===== config.mk =====
export PLATFORM = sky130hd
export DESIGN_NAME = nibble_dac_reg
export DESIGN_NICKNAME = d
export VERILOG_FILES = /design/src/rtl/nibble_dac_pkg.sv /design/src/rtl/nib_bus_capture.sv /design/src/rtl/nib_hold_regs.sv /design/src/rtl/nib_load_ctrl.sv /design/src/rtl/nibble_dac_reg.sv
export SDC_FILE = /design/constraint.sdc
export NUM_CORES = 1
export LEC_CHECK = 0
export BUFFER_PORTS_ARGS = -buffer_cell sky130_fd_sc_hd__buf_2
export CAP_MARGIN = 0
export CELL_PAD_IN_SITES_DETAIL_PLACEMENT = 0
export CELL_PAD_IN_SITES_GLOBAL_PLACEMENT = 1
export CORE_MARGIN = 10
export CORE_UTILIZATION = 39
export CTS_CLUSTER_DIAMETER = 60
export CTS_CLUSTER_SIZE = 24
export DETAILED_ROUTE_END_ITERATION = 12
export MAX_ROUTING_LAYER = met4
export PLACE_DENSITY = 0.72
export SYNTH_ARGS = -nofsm -noshare
export SYNTH_HDL_FRONTEND = slang
export SYNTH_SLANG_ARGS = --single-unit

===== constraint.sdc =====
create_clock -name clk -period 1.6 [get_ports clk]
set_clock_uncertainty 0.15 [all_clocks]
set_input_delay 0.08 -clock clk [delete_from_list [all_inputs] [get_ports clk]]
set_output_delay 0.08 -clock clk [all_outputs]
set_load 0.02 [all_outputs]

===== src/rtl/nibble_dac_pkg.sv =====
package nibble_dac_pkg;

  typedef enum logic [1:0] {
    SEL_LOW_MID = 2'b00,
    SEL_LOW     = 2'b01,
    SEL_MID     = 2'b10,
    SEL_HIGH    = 2'b11
  } nib_sel_e;

  // one enable bit per holding nibble: [0]=low, [1]=middle, [2]=high
  function automatic logic [2:0] decode_sel(input logic [1:0] a);
    logic [2:0] en;
    case (nib_sel_e'(a))
      SEL_LOW_MID: en = 3'b011;
      SEL_LOW:     en = 3'b001;
      SEL_MID:     en = 3'b010;
      SEL_HIGH:    en = 3'b100;
      default:     en = 3'b000;
    endcase
    return en;
  endfunction

  // bus lane that feeds holding nibble idx: high reuses the low lane
  function automatic int unsigned lane_of(input int unsigned idx);
    return idx % 2;
  endfunction

endpackage


===== src/rtl/nib_bus_capture.sv =====
module nib_bus_capture
  import nibble_dac_pkg::*;
#(
  parameter int NIB_N = 3
) (
  input  logic             clk,
  input  logic             rst_n,
  input  logic             cs_n,
  input  logic             wr_n,
  input  logic [1:0]       addr,
  output logic             wr_evt,
  output logic [NIB_N-1:0] nib_en
);

  logic wr_q;

  always_ff @(posedge clk or negedge rst_n) begin
    if (!rst_n) wr_q <= 1'b1;
    else        wr_q <= wr_n;
  end

  // release of the write strobe while selected
  assign wr_evt = wr_n & ~wr_q & ~cs_n;

  always_comb begin
    nib_en = '0;
    if (wr_evt) nib_en = NIB_N'(decode_sel(addr));
  end

endmodule


===== src/rtl/nib_hold_regs.sv =====
module nib_hold_regs
  import nibble_dac_pkg::*;
#(
  parameter int NIB_W = 4,
  parameter int NIB_N = 3,
  localparam int BUS_W = 2 * NIB_W,
  localparam int CODE_W = NIB_N * NIB_W
) (
  input  logic              clk,
  input  logic              rst_n,
  input  logic              clr_n,
  input  logic [NIB_N-1:0]  nib_en,
  input  logic [BUS_W-1:0]  data,
  output logic [CODE_W-1:0] word
);

  for (genvar i = 0; i < NIB_N; i++) begin : g_nib
    localparam int LANE = lane_of(i);
    logic [NIB_W-1:0] nib_q;
    always_ff @(posedge clk or negedge rst_n) begin
      if (!rst_n)         nib_q <= '0;
      else if (!clr_n)    nib_q <= '0;
      else if (nib_en[i]) nib_q <= data[LANE*NIB_W +: NIB_W];
    end
    assign word[i*NIB_W +: NIB_W] = nib_q;
  end

endmodule


===== src/rtl/nib_load_ctrl.sv =====
module nib_load_ctrl #(
  parameter int SYNC_STAGES = 2
) (
  input  logic clk,
  input  logic rst_n,
  input  logic ldac_n,
  output logic ldac_s,
  output logic ldac_rise
);

  logic [SYNC_STAGES-1:0] sync_q;
  logic                   ldac_d;

  always_ff @(posedge clk or negedge rst_n) begin
    if (!rst_n) sync_q <= '1;
    else        sync_q <= {sync_q[SYNC_STAGES-2:0], ldac_n};
  end

  assign ldac_s = sync_q[SYNC_STAGES-1];

  always_ff @(posedge clk or negedge rst_n) begin
    if (!rst_n) ldac_d <= 1'b1;
    else        ldac_d <= ldac_s;
  end

  assign ldac_rise = ldac_s & ~ldac_d;

endmodule


===== src/rtl/nibble_dac_reg.sv =====
module nibble_dac_reg #(
  parameter int NIB_W = 4,
  parameter int NIB_N = 3,
  parameter int SYNC_STAGES = 2,
  localparam int BUS_W = 2 * NIB_W,
  localparam int CODE_W = NIB_N * NIB_W
) (
  input  logic              clk,
  input  logic              rst_n,
  input  logic              clr_n,
  input  logic              cs_n,
  input  logic              wr_n,
  input  logic [1:0]        addr,
  input  logic [BUS_W-1:0]  data,
  input  logic              ldac_n,
  output logic [CODE_W-1:0] dac_code
);

  logic              wr_evt;
  logic [NIB_N-1:0]  nib_en;
  logic [CODE_W-1:0] latch_word;
  logic              ldac_s;
  logic              ldac_rise;
  logic              dac_upd;

  nib_bus_capture #(.NIB_N(NIB_N)) u_cap (
    .clk(clk), .rst_n(rst_n), .cs_n(cs_n), .wr_n(wr_n), .addr(addr),
    .wr_evt(wr_evt), .nib_en(nib_en)
  );

  nib_hold_regs #(.NIB_W(NIB_W), .NIB_N(NIB_N)) u_hold (
    .clk(clk), .rst_n(rst_n), .clr_n(clr_n), .nib_en(nib_en),
    .data(data), .word(latch_word)
  );

  nib_load_ctrl #(.SYNC_STAGES(SYNC_STAGES)) u_load (
    .clk(clk), .rst_n(rst_n), .ldac_n(ldac_n),
    .ldac_s(ldac_s), .ldac_rise(ldac_rise)
  );

  // transparent while low, one last copy on the rising edge
  assign dac_upd = ~ldac_s | ldac_rise;

  always_ff @(posedge clk or negedge rst_n) begin
    if (!rst_n)       dac_code <= '0;
    else if (!clr_n)  dac_code <= '0;
    else if (dac_upd) dac_code <= latch_word;
  end

endmodule


==> results_dict.tcl <==
set metrics [dict create \
    cp.arrival_ns 1.40 \
    start_util 0.405 \
    multi_input_area_sq_um 352 \
    synth_cells 100 \
    total_power_w 0.00118 \
    fin_nets 157 \
    r2r-start "u_cap.wr_q" \
    clk_path_buf_depth 2 \
    core_sq_mm 0.00273 \
    cts_inserted_buffers 3 \
    outcome "complete, no violations" \
    synth_area_sq_mm 0.00111 \
    netSwitchingPower_w 0.000259 \
    finalCriticalPeriod_ns 1.34 \
    syn-num-nets 116 \
    synth_edf_count 0 \
    wl_per_cell_um 13.1 \
    die_w_um 73.3 \
    leakagePower_nw 0.692 \
    cts_tree "built" \
    critical_path.endpoint "u_hold.g_nib[2].nib_q[2]" \
    grt_pass1_vias 864 \
    detail-route-antenna-nets 0 \
    power_frac_comb 0.095 \
    ys_async_sr_fraction 1.00 \
    portBuffers 27 \
    startpoint_type "flip-flop" \
    pwr-share-clk 0.283 \
    hold_violations 0 \
    ys_ff_latch 28 \
    cp-end-kind "flip-flop" \
    fill_cells 239 \
    drt-pass1-iter-count 4 \
    vias 825 \
    gp_congestion 0.761 \
    layout-drive-gt1-share 0.279 \
    setup_viol 0 \
    hpwl_mm 1.55 \
    synth.distinct_cells 15 \
    synth_ff_type "dfrtp_1" \
    cts.reportedPaths.clkPinSlew_ns 0.14 \
    crit_start "u_cap.wr_q" \
    grt_usage 0.0931 \
    grt_max_degree 29 \
    vdd_drop_max_mv 0.658 \
    worst_r2r_path_depth 3 \
    antenna_found_initial 0 \
    max_freq_mhz 748 \
    syn-mean-instance-area_sq_um 11.1 \
    ctsResizeCount 0 \
    drtIter0Drc 31 \
    synth_seq_area_share 0.638 \
    core.rowCount 19 \
    drv_slew 0 \
    avgViaCountPerCell 4.82 \
    post-route-period-util 0.835 \
    drv_cap 0 \
    htreeDepth 1 \
    slew_headroom 0.589 \
    switching_share 0.220 \
    cts_root_buf "clkbuf_4" \
    synth_warnings 0 \
    die-area_sq_mm 0.00537 \
    syn2layout_area_growth_pct 29.8 \
    overflow 0 \
    insertion_delay_ns 0.31 \
    clkSinkCount 28 \
    drc_errors 0 \
    crit_required_ns 1.66 \
    antennaDiodeCount 0 \
    critPathKind "reg -> reg" \
    rrSetupSlack_ns 0.26 \
    hold_class "in -> reg" \
    pwr-share-seq 0.622 \
    io_pins 28 \
    fin_util 0.525 \
    power.internal_w 0.000918 \
    setup_tns_ns 0 \
    die_h_um 73.3 \
    grt_pass1_wl_mm 3.88 \
    rsz0062_at_grt "no" \
    crit_fanout 4 \
    drt-total-wl_mm 2.24 \
    final-seq-area_sq_um 706 \
    post_cts_buffers 0 \
    worstMarginPinSlew_ns 0.616 \
    power_density_mw_per_mm2 820 \
    rr_endpoint "u_hold.g_nib[2].nib_q[2]" \
]
## synthesized netlist by cell type, types with 2 or more instances
| master | n | share of area |
|---|---|---|
| buf_2 | 3 | 0.014 |
| buf_6 | 2 | 0.020 |
| nor4b_4 | 2 | 0.043 |
| dfstp_2 | 4 | 0.095 |
| mux2i_1 | 4 | 0.036 |
| nand3_1 | 8 | 0.036 |
| dfrtp_1 | 24 | 0.54 |
| o21ai_1 | 3 | 0.014 |
| o21ai_0 | 17 | 0.077 |
| nand2_1 | 28 | 0.095 |
## power by group through the flow
stage	Clock, W	Sequential, W	Combinational [W]
2_1_floorplan	0	0.000749	0.0000352
3_3_place_gp	0	0.000745	0.0000870
3_5_place_dp	0	0.000745	0.0000879
4_1_cts	0.000353	0.000733	0.000114
5_1_grt	0.000372	0.000734	0.000125
6_report	0.000333	0.000732	0.000112
## final cells by class
type	count	share of cell area
Clock buffer	4	0.0253
Multi-Input combinational cell	65	0.245
Sequential cell	28	0.492
Tap cell	31	0.0270
Timing Repair Buffer	43	0.211
## registers in the layout, summed over array words and instances (netlist names)
name	cells
u_cap.wr_q	1
u_hold.g_nib.nib_q	12
u_load.sync_q	2
dac_code	12
u_load.ldac_d	1
## cells in the final DEF (no fill, tap or decap)
cell / instances
and3_1: 1
and4_1: 1
buf_12: 1
buf_2: 27
buf_4: 1
clkbuf_4: 3
clkbuf_8: 1
dfrtp_1: 24
dfstp_2: 4
dlygate4sd3_1: 14
mux2i_1: 4
nand2_1: 28
nand3_1: 8
nor2_1: 1
nor4b_4: 2
o21ai_0: 17
o21ai_1: 3
## critical path, stage by stage (launching register included)
cell and delay [ns]:
dfstp_2 0.61, nor2_1 0.06, and4_1 0.27, mux2i_1 0.14
## routing by layer
metal | vias to the layer above | wire length, um | global-route usage
li1 | 417 | - | -
met4 | 0 | 14 | 0.0443
met3 | 2 | 152 | 0.0229
met5 | - | 0 | -
met2 | 22 | 1040 | 0.145
met1 | 384 | 1030 | 0.110
## how the worst min path moves through the flow
stage | from | end | cells after the start
after global placement | rst_n | dac_code[8] | 1
after detailed placement | rst_n | dac_code[4] | 1
final | clr_n | u_hold.g_nib[2].nib_q[1] | 4
after floorplan | rst_n | dac_code[0] | 0
after CTS | clr_n | u_hold.g_nib[2].nib_q[2] | 4
after global routing | clr_n | u_hold.g_nib[2].nib_q[1] | 4
## repair_timing
action | CTS | global route
endpoints found under the hold margin | 42 | 0
hold buffers | 14 | 0
endpoints found under the setup margin | 0 | 0
## per-stage QoR
stage,cells,hold WS (ns),setup WS (ns),instance area [sq um]
after floorplan,100,-0.366,0.297,1110
after global placement,153,-0.0225,0.299,1260
after detailed placement,153,-0.0175,0.276,1260
after CTS,171,0.0669,0.254,1440
after global routing,171,0.0880,0.166,1440
final,171,0.0841,0.263,1440
## cell families (layout without fill, tap and decap cells)
group	after synthesis	after routing	synth area share
and+or+nand+nor	41	41	0.191
AOI/OAI and AO/OA	20	20	0.0905
muxes	4	4	0.0362
buffers and inverters	7	47	0.0441
DFF	28	28	0.638
Power figures use the tool's default switching activity.
